<file path="src/rtl/uart_irq_pkg.sv">
// Shared types for the UART interrupt pending unit.
// Assumes four sources in a fixed bit order.
package uart_irq_pkg;
    localparam int NSRC         = 4;
    localparam int MCTL_IEN_BIT = 3;

    typedef logic [NSRC-1:0] src_vec_t;

    typedef enum logic [1:0] {
        SRC_RX    = 2'd0,
        SRC_ERR   = 2'd1,
        SRC_TX    = 2'd2,
        SRC_MODEM = 2'd3
    } src_e;

    typedef enum logic [1:0] {
        REG_RAW  = 2'd0,
        REG_PEND = 2'd1,
        REG_MASK = 2'd2,
        REG_MCTL = 2'd3
    } reg_e;
endpackage

</file>
<file path="src/rtl/uart_irq_decode.sv">
// Register access decoder.
// Turns a write strobe, an address and data into per-register strobes.
// Assumes an address with non-zero bits above bit 1 selects no register.
module uart_irq_decode
    import uart_irq_pkg::*;
#(
    parameter int AW = 2,
    parameter int DW = 8
) (
    input  logic          wr,
    input  logic [AW-1:0] addr,
    input  logic [DW-1:0] wdata,
    output logic          hit,
    output reg_e          sel,
    output src_vec_t      clr_raw,
    output src_vec_t      clr_pend,
    output logic          mask_we,
    output logic          mctl_we
);
    logic hi_zero;

    // Upper address bits must be zero for a register hit.
    generate
        if (AW > 2) begin : g_hi
            assign hi_zero = ~|addr[AW-1:2];
        end else begin : g_nohi
            assign hi_zero = 1'b1;
        end
    endgenerate

    assign hit = hi_zero;
    assign sel = reg_e'(addr[1:0]);

    // Per-register write strobes and write-one clear vectors.
    always_comb begin
        clr_raw  = '0;
        clr_pend = '0;
        mask_we  = 1'b0;
        mctl_we  = 1'b0;
        if (wr && hit) begin
            unique case (sel)
                REG_RAW:  clr_raw  = wdata[NSRC-1:0];
                REG_PEND: clr_pend = wdata[NSRC-1:0];
                REG_MASK: mask_we  = 1'b1;
                REG_MCTL: mctl_we  = 1'b1;
                default:  ;
            endcase
        end
    end
endmodule

</file>
<file path="src/rtl/uart_irq_cfg.sv">
// Configuration registers: the source mask and the modem interrupt enable.
// Assumes DW covers NSRC bits and the enable bit position.
module uart_irq_cfg
    import uart_irq_pkg::*;
#(
    parameter int DW = 8
) (
    input  logic          clk,
    input  logic          rst_n,
    input  logic          mask_we,
    input  logic          mctl_we,
    input  logic [DW-1:0] wdata,
    output src_vec_t      mask_q,
    output logic          modem_en
);
    // Mask register; resets with every source masked.
    always_ff @(posedge clk) begin
        if (!rst_n)       mask_q <= '1;
        else if (mask_we) mask_q <= wdata[NSRC-1:0];
    end

    // Modem interrupt enable, a single stored bit of the modem-control register.
    always_ff @(posedge clk) begin
        if (!rst_n)       modem_en <= 1'b0;
        else if (mctl_we) modem_en <= wdata[MCTL_IEN_BIT];
    end
endmodule

</file>
<file path="src/rtl/uart_irq_w1c_bank.sv">
// Bank of sticky bits, each set by an event and cleared by a write of one.
// When set and clear arrive together, set wins.
module uart_irq_w1c_bank
    import uart_irq_pkg::*;
(
    input  logic     clk,
    input  logic     rst_n,
    input  src_vec_t set,
    input  src_vec_t clr,
    output src_vec_t q
);
    generate
        for (genvar i = 0; i < NSRC; i++) begin : g_bit
            // One sticky bit, set taking priority over clear.
            always_ff @(posedge clk) begin
                if (!rst_n)      q[i] <= 1'b0;
                else if (set[i]) q[i] <= 1'b1;
                else if (clr[i]) q[i] <= 1'b0;
            end
        end
    endgenerate
endmodule

</file>
<file path="src/rtl/uart_irq_ctrl.sv">
// UART interrupt pending and mask unit (top).
// Records event strobes into a raw register (mask ignored) and a masked
// pending register. Exposes both, plus the mask and the modem enable, through
// a register port. Drives irq as the OR of the pending bits.
// Assumes event strobes are synchronous to clk and one cycle wide.
module uart_irq_ctrl
    import uart_irq_pkg::*;
#(
    parameter int AW = 2,
    parameter int DW = 8
) (
    input  logic          clk,
    input  logic          rst_n,
    input  logic          ev_rx,
    input  logic          ev_err,
    input  logic          ev_tx,
    input  logic          ev_modem,
    input  logic          reg_wr,
    input  logic [AW-1:0] reg_addr,
    input  logic [DW-1:0] reg_wdata,
    output logic [DW-1:0] reg_rdata,
    output logic          irq
);
    logic     hit, mask_we, mctl_we, modem_en;
    reg_e     sel;
    src_vec_t clr_raw, clr_pend, mask_q, raw_q, pend_q;
    src_vec_t ev_g, pend_set;

    uart_irq_decode #(.AW(AW), .DW(DW)) u_dec (
        .wr(reg_wr), .addr(reg_addr), .wdata(reg_wdata),
        .hit(hit), .sel(sel), .clr_raw(clr_raw), .clr_pend(clr_pend),
        .mask_we(mask_we), .mctl_we(mctl_we)
    );

    uart_irq_cfg #(.DW(DW)) u_cfg (
        .clk(clk), .rst_n(rst_n), .mask_we(mask_we), .mctl_we(mctl_we),
        .wdata(reg_wdata), .mask_q(mask_q), .modem_en(modem_en)
    );

    // Gather the strobes in source bit order; the modem strobe is gated by its enable.
    always_comb begin
        ev_g            = '0;
        ev_g[SRC_RX]    = ev_rx;
        ev_g[SRC_ERR]   = ev_err;
        ev_g[SRC_TX]    = ev_tx;
        ev_g[SRC_MODEM] = ev_modem & modem_en;
    end

    assign pend_set = ev_g & ~mask_q;

    uart_irq_w1c_bank u_raw (
        .clk(clk), .rst_n(rst_n), .set(ev_g), .clr(clr_raw), .q(raw_q)
    );

    uart_irq_w1c_bank u_pend (
        .clk(clk), .rst_n(rst_n), .set(pend_set), .clr(clr_pend), .q(pend_q)
    );

    // Read data for the addressed register, zero-extended to DW.
    always_comb begin
        reg_rdata = '0;
        if (hit) begin
            unique case (sel)
                REG_RAW:  reg_rdata[NSRC-1:0]   = raw_q;
                REG_PEND: reg_rdata[NSRC-1:0]   = pend_q;
                REG_MASK: reg_rdata[NSRC-1:0]   = mask_q;
                REG_MCTL: reg_rdata[MCTL_IEN_BIT] = modem_en;
                default:  ;
            endcase
        end
    end

    assign irq = |pend_q;
endmodule

</file>
<file path="config.mk">
export PLATFORM = sky130hd
export DESIGN_NAME = uart_irq_ctrl
export DESIGN_NICKNAME = d
export VERILOG_FILES = /design/src/rtl/uart_irq_pkg.sv /design/src/rtl/uart_irq_decode.sv /design/src/rtl/uart_irq_cfg.sv /design/src/rtl/uart_irq_w1c_bank.sv /design/src/rtl/uart_irq_ctrl.sv
export SDC_FILE = /design/constraint.sdc
export NUM_CORES = 1
export LEC_CHECK = 0
export BUFFER_PORTS_ARGS = -buffer_cell sky130_fd_sc_hd__clkbuf_2
export CORE_MARGIN = 5
export CORE_UTILIZATION = 46
export DETAILED_ROUTE_END_ITERATION = 10
export PLACE_DENSITY = 0.76
export SETUP_SLACK_MARGIN = 0.2
export SLEW_MARGIN = 20
export SYNTH_ARGS = -nofsm -noshare
export SYNTH_HDL_FRONTEND = slang
export SYNTH_SLANG_ARGS = --single-unit
</file>
<file path="constraint.sdc">
create_clock -name clk -period 2.2 [get_ports clk]
set_clock_uncertainty 0.1 [all_clocks]
set_input_delay 0.66 -clock clk [delete_from_list [all_inputs] [get_ports clk]]
set_output_delay 0.66 -clock clk [all_outputs]
set_load 0.02 [all_outputs]
</file>
# --- Word-level counts from Yosys, hierarchy flattened ---
# Cells that the tools add are included.
op_classes:
  eq_ne: 3
  n_mux: 26
  n_bitwise: 3
  n_reduce_logical: 10
ops:
  columns: ["operator", "count"]
  rows:
  - ["$mux 1", 20]
  - ["$mux 4", 4]
  - ["$reduce_bool 2->1", 8]
  - ["$pmux 3 s3", 1]
  - ["$and 4x4->4", 1]
  - ["$eq 2x2->1 const B", 2]
  - ["$not 4->4", 1]
  - ["$pmux 1 s4", 1]
  - ["$reduce_or 4->1", 1]
  - ["$eq 2x1->1 const B", 1]
  - ["$logic_not 2->1", 1]
  - ["$and 1x1->1", 1]
totals:
  reg_bits: 13

# --- Depth between registers and ports, before layout ---
# Gate-level depths: netlist of the first run.
logic_depth:
  ltp_word: 5
  ltp_mapped: 5

# --- By module ---
# A second synthesis of the first run with hierarchy kept.
hier_totals:
  hier_cells: 80
  hier_area_um2: 844.6
modules_own_cells:
  columns: ["mod", "n_inst", "cells_each", "area_each_um2", "seq_area_each_um2"]
  rows:
  - ["uart_irq_w1c_bank", 2, 12, 165.2, 80.1]
  - ["uart_irq_ctrl", 1, 26, 198.9, 0.0]
  - ["uart_irq_cfg", 1, 16, 176.4, 100.1]
  - ["uart_irq_decode", 1, 14, 138.9, 0.0]

# --- Worst setup path after synthesis of the first run ---
# Ideal clock, no wire load.
synth_path:
  path_kind: "input to output"
  startpoint: "in reg_addr[0]"
  endpoint: "out reg_rdata[3]"
  t_arrival_ns: 1.340
  t_required_ns: 1.440
  slack_ns: 0.100
  stages: 2
  n_path_buf: 1
  path_cell_list: "buf_6 mux4_2"
synth_via:
  elab_chain_cells: 2
synth_rtl:
  columns: ["item", "line", "text"]
  rows:
  - ["from (decl)", "uart_irq_ctrl.sv:19", "input logic [AW-1:0] reg_addr,"]
  - ["$eq 2x2->1, or another cell as far along", "uart_irq_ctrl.sv:63", "unique case (sel)"]
  - ["$pmux 1 s4 *", "uart_irq_ctrl.sv:63", null]
  - ["to (decl)", "uart_irq_ctrl.sv:21", "output logic [DW-1:0] reg_rdata,"]
# Mark *: on every way between the ends. The rest lies on a longest branch, timed or not.

# --- Final worst setup path of the first run ---
# Ends and elaborated chain as after synthesis.

==> results.json, run 1 <==
{
  "run_status": "finished, final reports clean",
  "worst-setup-path-type": "in -> out",
  "coreArea_um2": 1330,
  "capturing_element_type_of_the_critical_path": "output pin",
  "routed_wire_per_std_cell_um": 13.1,
  "grt_overflow_total": 0,
  "ir_drop_uv": 351,
  "via_per_inst": 5.46,
  "layout_min_cycle_time_ns": 2.19,
  "numClockSinks": 13,
  "path_max_fanout": 4,
  "initial_core_util_pct": 49.7,
  "crit_arrival_ns": 1.43,
  "worst-endpoint-required_ns": 1.44,
  "final_net_count": 119,
  "dp.final_hpwl_mm": 1.15,
  "critical_path.startpoint_type": "input port",
  "ys.warnings.count": 0,
  "syn-cell-area_um2": 663,
  "grt_start_max_net_pins": 15,
  "finish.cell_count_without_fillers": 116,
  "buffer_ports.inserted": 17,
  "die_x_um": 48.0,
  "area_grow_syn2layout_pct": 34.0,
  "power-per-cell-area_nw_per_um2": 585,
  "timing.final.max_slew_violations": 0,
  "synthDistinctLibCells": 23,
  "postSynthAreaPerCell_um2": 8.50,
  "timing.final.crit_share_pct": 99.5,
  "route.antenna.remaining_nets": 0,
  "utilization_pct": 66.6,
  "fp.dieH_um": 48.0,
  "drt_drc_violations_left": 0,
  "insertion_delay_ns": 0.27,
  "min_path_type": "reg -> reg",
  "cts_max_level": 1,
  "fmax_mhz": 457,
  "via_count_of_the_first_global_routing_pass": 578,
  "rsz_0062_raised_after_global_routing": "true",
  "num_vias": 633,
  "hold_viol": 0,
  "grt_first_pass_wirelength_mm": 2.49,
  "finalSetupViolCount": 0,
  "ioPinCount": 26,
  "clk_pin_slew_ns": 0.08,
  "worst_path_max_delay_cell": "mux4_2",
  "std_cell_rows": 13,
  "cts_root_buffer": "clkbuf_4",
  "routed_wl_mm": 1.52,
  "drive_above_1_share_pct": 36.6,
  "timing.max_cap.violations": 0,
  "grtUsageTotal_pct": 15.6,
  "antennaDiodeCount": 0,
  "cts_tree": "done",
  "finalWeightedCongestion": 0.811,
  "clk_path_buf_depth": 2,
  "netlist_instances": 78,
  "timing.critical_path.cells": "clkbuf_16, mux4_2, buf_8",
  "grt_antenna_before_repair": 0,
  "die_area_um2": 2300,
  "static-leakage-power_nw": 0.418,
  "tritoncts.num_buffers": 3,
  "dr.pass1.iters": 4,
  "seq_area_frac_synth_pct": 39.2,
  "critical_path.max_stage_delay_ns": 0.51,
  "place.detailed.instances": 111,
  "drtIter0Drc": 7,
  "synth.ff_latch_count": 13
}
[path summary, 6_finish.rpt]
path                                      start               to  slack (ns)  cells past startpoint
worst min-delay path            u_cfg.mask_q[0]  u_cfg.mask_q[0]        0.39                      2
worst max-delay path                reg_addr[0]     reg_rdata[3]        0.01                      3
worst max register to register      u_pend.q[0]      u_pend.q[0]        1.26                      3
worst min register to register  u_cfg.mask_q[0]  u_cfg.mask_q[0]        0.39                      2
[worst max-delay path: cells and delay by family]
kind | cells | cell delay, ns
buffers and inverters | 2 | 0.26
multiplexers | 1 | 0.51
[where the power goes]
group	switching, W	total, W	leakage, nW	internal (W)
Sequential	0.00000742	0.000254	0.108	0.000247
Combinational	0.0000598	0.000121	0.295	0.0000610
Clock	0.0000743	0.000145	0.0150	0.0000703
[synth_stat cells, drive strengths merged]
cell	number	area share, %
o21a	4	4.5
nand3	10	7.5
mux2i	3	4.5
mux4	1	3.4
dfxtp	13	39
nor2b	1	0.94
nor2	4	2.3
nor3b	1	1.9
nand3b	1	1.1
a21boi	4	4.5
inv	4	2.3
o21ai	7	5.3
a21oi	1	0.75
and3b	1	1.3
a311oi	1	1.3
or4	1	1.1
buf	8	9.4
conb	1	0.57
nand2	9	5.1
a31oi	3	2.8
[state kept, by name, indices dropped and copies added (netlist names)]
signal	count
u_raw.q	4
u_cfg.modem_en	1
u_pend.q	4
u_cfg.mask_q	4
[per-layer routing]
| metal | wire [um] | global-route usage [%] |
|---|---|---|
| met1 | 614 | 17.0 |
| met2 | 757 | 26.4 |
| met3 | 126 | 7.52 |
| met4 | 24 | 4.84 |
| met5 | 0 | 0 |
[cell type report]
class | instances | area (um^2)
clock buffer | 4 | 26.3
fill | 129 | 445
inverter | 4 | 15.0
multi-input combinational | 56 | 358
sequential | 13 | 263
tap | 15 | 18.8
timing repair buffer | 24 | 208
[cells by family (layout without fill, tap and decap cells)]
kind of cell	Yosys count	after routing	synth area share, %
DFF	13	13	39.2
AOI/OAI and AO/OA	20	20	19.2
muxes	4	4	7.92
buffers and inverters	12	32	11.7
other	1	4	0.565
and+or+nand+nor	28	28	21.3
[what timing repair did]
item / 4_1_cts / 5_1_grt
hold buffers: 0 / 0
setup buffers: 1 / 0
pin swaps: 2 / 2
gates resized for setup: 17 / 3
gates cloned: 0 / 0
setup endpoints to repair: 5 / 5
[metrics by stage]
stage / TNS [ns] / instance area [um^2] / setup slack [ns] / hold slack (ns) / total power, W
floorplan: 0 / 694 / 0.122 / 0.357 / 0.000327
global placement: -0.0140 / 772 / -0.0140 / 0.374 / 0.000354
detailed placement: -0.0178 / 772 / -0.0178 / 0.382 / 0.000356
CTS: 0 / 882 / 0.0129 / 0.392 / 0.000523
global route: -0.00655 / 888 / -0.00655 / 0.411 / 0.000551
finish: 0 / 888 / 0.0112 / 0.392 / 0.000520
[placed cells by master (no fill, tap or decap), types with 2 or more instances in the layout]
cell type,instances
clkbuf_2,11
dfxtp_1,11
nand3_1,10
nand2_1,9
buf_4,6
inv_1,4
nor2_1,4
a21boi_1,4
o21a_1,4
conb_1,4
o21ai_2,3
a31oi_1,3
clkbuf_4,3
clkbuf_8,3
mux2i_1,2
o21ai_1,2
o21ai_0,2
buf_8,2
dfxtp_2,2
No activity file was read; power rests on OpenSTA's default activity.
==> inputs of run 2 (changes only) <==
CORE_UTILIZATION = 49   (was 46)
PLACE_DENSITY = 0.77   (was 0.76)
SYNTH_HIERARCHICAL = 1   (was unset)
==> results.json, run 2 <==
{
  "run_status": "finished, violations left",
  "failed_checks": "negative setup slack",
  "yosys.area_share.simple_pct": 39.1,
  "hold_viol": 0,
  "yosys.area_share.xor_xnor_pct": 0,
  "whs_path_depth": 2,
  "insertion_delay_ns": 0.27,
  "worst_r2r_path_depth": 3,
  "postSynthAreaPerCell_um2": 10.6,
  "numClockSinks": 13,
  "fin_worst_hold_slack_ns": 0.415,
  "crit_arrival_ns": 1.51,
  "via_per_inst": 5.35,
  "synth_ff_type": "dfxtp_1",
  "ir_drop_uv": 287,
  "route.antenna.remaining_nets": 0,
  "tritoncts.num_buffers": 3,
  "worst-endpoint-required_ns": 1.44,
  "routed_wire_per_std_cell_um": 13.5,
  "fp.dieH_um": 51.5,
  "rsz_0062_raised_after_global_routing": "true",
  "layout_min_cycle_time_ns": 2.27,
  "cts_max_level": 1,
  "num_vias": 637,
  "netlist_instances": 80,
  "timing.max_cap.violations": 0,
  "area_grow_syn2layout_pct": 22.8,
  "synth.ff_latch_count": 13,
  "grt_antenna_before_repair": 0,
  "final_net_count": 120,
  "largestRegisters": "u_cfg/mask_q: 4 flops, u_pend/q: 4 flops, u_raw/q: 4 flops",
  "drt_drc_violations_left": 0,
  "destination_of_the_worst_hold_path": "u_cfg/mask_q[3]",
  "ff2ff_setup_slack_ns": 1.19,
  "fill_cell_count": 155,
  "clk_pin_slew_ns": 0.08,
  "cts_root_buffer": "clkbuf_4",
  "grtUsageTotal_pct": 13.7,
  "finalWeightedCongestion": 0.733,
  "grt_overflow_total": 0,
  "grt_start_max_net_pins": 14,
  "drtIter0Drc": 6,
  "mostFrequentLayoutCell": "clkbuf_2",
  "synth_compound_gate_area_share_pct": 8.89,
  "timing.final.crit_share_pct": 103,
  "place.detailed.instances": 112,
  "synth-edff-count": 0,
  "synthDominantAreaCellType": "dfxtp_1",
  "drive_above_1_share_pct": 52.9,
  "via_count_of_the_first_global_routing_pass": 643,
  "path_max_fanout": 2,
  "synth.top_cells.by_count": "dfxtp_1, mux2i_1, nor2b_4, o21a_1, buf_4",
  "critical_path.startpoint_type": "input port",
  "synthArstFlopShare_pct": 0,
  "min_path_type": "reg -> reg",
  "power-per-cell-area_nw_per_um2": 494,
  "dr.pass1.iters": 2,
  "timing.final.max_slew_violations": 0,
  "die_area_um2": 2650,
  "worstHoldStart": "u_cfg/mask_q[3]",
  "r2r-end": "u_pend/q[3]",
  "routed_wl_mm": 1.61,
  "buffer_ports.inserted": 17,
  "synth.mux.area_fraction_pct": 12.1,
  "synthDistinctLibCells": 19,
  "initial_core_util_pct": 50.0,
  "syn-cell-area_um2": 845,
  "post_cts_hold_buffer_count": 0,
  "clk_path_buf_depth": 2,
  "fin_area_um2": 1040,
  "finish.cell_count_without_fillers": 119,
  "capturing_element_type_of_the_critical_path": "output pin",
  "mostFrequentLayoutCells": "clkbuf_2, dfxtp_1, mux2i_1, nor2b_4, o21a_1",
  "fin_tns_setup_ns": -0.0763,
  "yosys.area_share.adder_pct": 0,
  "cts_tree": "done",
  "yosysMostFrequentCell": "dfxtp_1",
  "grt_first_pass_wirelength_mm": 2.70,
  "antennaDiodeCount": 0,
  "crit_start": "reg_addr[0]",
  "ys.warnings.count": 6,
  "seq_area_frac_synth_pct": 30.8,
  "synth_top_family_by_area": "simple AND/OR/NAND/NOR gates",
  "yosysTopAreaCellShare_pct": 30.8,
  "synthTopCellsByArea": "dfxtp_1, nor2b_4, mux2i_1",
  "dp_slack_ns": -0.125,
  "coreArea_um2": 1690,
  "std_cell_rows": 15,
  "ioPinCount": 26,
  "regToRegStartpoint": "u_cfg/modem_en",
  "timing.final.ws_setup_ns": -0.0681,
  "static-leakage-power_nw": 0.456,
  "placed_area_um2": 946,
  "worst-setup-path-type": "in -> out",
  "finalSetupViolCount": 3,
  "fmax_mhz": 441,
  "die_x_um": 51.5
}
run 2: how the worst max path moves through the flow:
stage / endpoint / cells past startpoint / slack (ns)
3_3_place_gp: reg_rdata[3] / 4 / -0.11
2_1_floorplan: reg_rdata[3] / 4 / -0.04
6_report: reg_rdata[3] / 4 / -0.07
3_5_place_dp: reg_rdata[3] / 4 / -0.12
4_1_cts: reg_rdata[3] / 4 / -0.10
5_1_grt: reg_rdata[3] / 4 / -0.1
run 2: cell families after synthesis:
group | Yosys count
multiplexers | 9
AND/OR/NAND/NOR | 36
AO/OA/AOI/OAI | 11
other | 2
buffers and inverters | 9
flip-flops | 13
run 2: what timing repair did:
action	CTS	global route
hold endpoints to repair	0	0
resized for setup	9	7
buffers inserted	2	1
pin swaps	1	2
setup endpoints to repair	5	5
run 2: critical path, cell delays in order:
cell	delay, ns
buf_8	0.07
mux4_2	0.48
and2_4	0.17
buf_8	0.12
run 2: per-stage QoR:
step	total power, W	util (%)
global placement	0.000357	56.0
CTS	0.000516	60.4
global route	0.000543	61.4
floorplan	0.000331	-
finish	0.000512	61.4
detailed placement	0.000359	56.0
run 2: cell type report:
| class | count | area (um^2) | share of cell area (%) |
|---|---|---|---|
| clock buffer | 4 | 26.3 | 2.53 |
| multi-input combinational | 61 | 541 | 52.1 |
| sequential | 13 | 264 | 25.5 |
| tap | 17 | 21.3 | 2.05 |
| timing repair buffer | 24 | 185 | 17.9 |
run 2: where the power goes:
| part | internal (W) | switching (W) | total (W) | leakage, nW |
|---|---|---|---|---|
| Sequential | 0.000244 | 0.00000552 | 0.000250 | 0.108 |
| Clock | 0.0000703 | 0.0000771 | 0.000147 | 0.0150 |
| Combinational | 0.0000639 | 0.0000511 | 0.000115 | 0.333 |
run 2: routing by layer:
metal	up-vias	wire length, um	track usage [%]
li1	314	-	-
met1	304	762	17.3
met2	17	746	22.5
met3	2	85	2.29
met4	0	12	6.55
met5	-	0	0
==> inputs of run 3 (changes only) <==
CORE_MARGIN = unset   (was 5)
==> results.json, run 3 (same netlist as run 2, synthesis figures left out) <==
{
  "num_vias": 621,
  "cts_tree": "done",
  "route.antenna.remaining_nets": 0,
  "utilization_pct": 64.7,
  "crit_start": "reg_addr[0]",
  "cts_max_level": 1,
  "capturing_element_type_of_the_critical_path": "output pin",
  "path_max_fanout": 2,
  "final_net_count": 118,
  "rsz_0062_raised_after_global_routing": "true",
  "post_cts_hold_buffer_count": 0,
  "timing.final.crit_share_pct": 103,
  "fmax_mhz": 441,
  "crit_arrival_ns": 1.51,
  "antennaDiodeCount": 0,
  "grt_overflow_total": 0,
  "die_x_um": 43.5,
  "numClockSinks": 13,
  "mostFrequentLayoutCells": "clkbuf_2, dfxtp_1, mux2i_1, nor2b_4, o21a_1",
  "via_count_of_the_first_global_routing_pass": 591,
  "cts_root_buffer": "clkbuf_4",
  "grtUsageTotal_pct": 18.6,
  "clk_pin_slew_ns": 0.09,
  "insertion_delay_ns": 0.29,
  "fp.dieH_um": 43.5,
  "drtIter0Drc": 11,
  "worstHoldStart": "u_cfg/mask_q[3]",
  "ir_drop_uv": 452,
  "finalSetupViolCount": 4,
  "failed_checks": "design-rule violations, negative setup slack",
  "worst-endpoint-required_ns": 1.44,
  "grt_first_pass_wirelength_mm": 2.53,
  "dp.final_hpwl_mm": 1.12,
  "finalWeightedCongestion": 0.701,
  "initial_core_util_pct": 54.2,
  "grt_start_max_net_pins": 17,
  "largestRegisters": "u_cfg/mask_q: 4 flops, u_pend/q: 4 flops, u_raw/q: 4 flops",
  "dr.pass1.iters": 7,
  "std_cell_rows": 14,
  "routed_wire_per_std_cell_um": 12.7,
  "timing.max_cap.violations": 0,
  "tritoncts.num_buffers": 3,
  "drive_above_1_share_pct": 52.0,
  "die_area_um2": 1890,
  "layout_min_cycle_time_ns": 2.27,
  "run_status": "finished, violations left",
  "via_per_inst": 5.35,
  "fill_cell_count": 139,
  "routed_wl_mm": 1.47,
  "grt_antenna_before_repair": 0,
  "ioPinCount": 26,
  "worst-setup-path-type": "in -> out",
  "power-per-cell-area_nw_per_um2": 506,
  "buffer_ports.inserted": 17,
  "timing.final.ws_setup_ns": -0.0664,
  "critical_path.startpoint_type": "input port",
  "static-leakage-power_nw": 0.444,
  "area_grow_syn2layout_pct": 19.4,
  "drt_drc_violations_left": 4,
  "fin_worst_hold_slack_ns": 0.412,
  "fin_area_um2": 1010,
  "coreArea_um2": 1560,
  "timing.final.max_slew_violations": 0,
  "min_path_type": "reg -> reg",
  "regToRegStartpoint": "u_cfg/modem_en",
  "hold_viol": 0,
  "placed_area_um2": 925,
  "clk_path_buf_depth": 2
}
==> run 3: cell types whose count changed in the layout (fill, tap and decap cells not counted), sizes merged <==
| cell | previous run | this run |
|---|---|---|
| buf | 12 | 11 |
| clkbuf | 16 | 14 |
| clkinv | 0 | 1 |
==> run 3: worst paths after layout <==
kind,end,depth (start not counted),slack [ns]
worst max-delay path,reg_rdata[3],4,-0.07
worst min-delay path,u_cfg/mask_q[3],2,0.41
worst max register to register,u_pend/q[3],3,1.21
worst min register to register,u_cfg/mask_q[3],2,0.41
==> run 3: critical path, stage by stage <==
cell	delay (ns)
buf_8	0.07
mux4_2	0.48
and2_4	0.17
buf_8	0.12
==> run 3: layout make-up <==
type                            instances  area, um^2  share of cell area, %
Tap cell                               16        20.0                   1.99
Clock buffer                            3        22.5                   2.23
Timing Repair Buffer                   22         158                   15.6
Multi-Input combinational cell         61         541                   53.6
Sequential cell                        13         263                   26.1
Clock inverter                          1        5.00                  0.496
==> run 3: per-layer routing <==
layer  share of wire, %  track usage, %  routed length, um  vias to the layer above
met5                  0               0                  0                        -
li1                   -               -                  -                      312
met4                2.9            13.1                 42                        0
met2                 52            32.4                764                       18
met3                3.9            2.50                 57                        5
met1                 41            20.8                606                      286
==> run 3: power by group <==
group / leakage (nW) / internal, W / switching [W]
combinational: 0.319 / 0.0000601 / 0.0000495
clock: 0.0177 / 0.0000677 / 0.0000830
sequential: 0.107 / 0.000244 / 0.00000530
total: 0.444 / 0.000372 / 0.000138
==> run 3: timing repair <==
item	in CTS	in global routing
pin swaps	1	2
buffers inserted	2	0
endpoints found under the setup margin	5	5
gates resized for setup	7	9
==> run 3: stage by stage <==
stage          setup slack (ns)  power, W  setup TNS [ns]  instances
2_1_floorplan           -0.0406  0.000331         -0.0406         83
3_3_place_gp            -0.0993  0.000352          -0.266        110
3_5_place_dp             -0.120  0.000354          -0.334        110
4_1_cts                 -0.0989  0.000512          -0.257        116
5_1_grt                 -0.0986  0.000532          -0.318        116
6_report                -0.0664  0.000510          -0.132        116
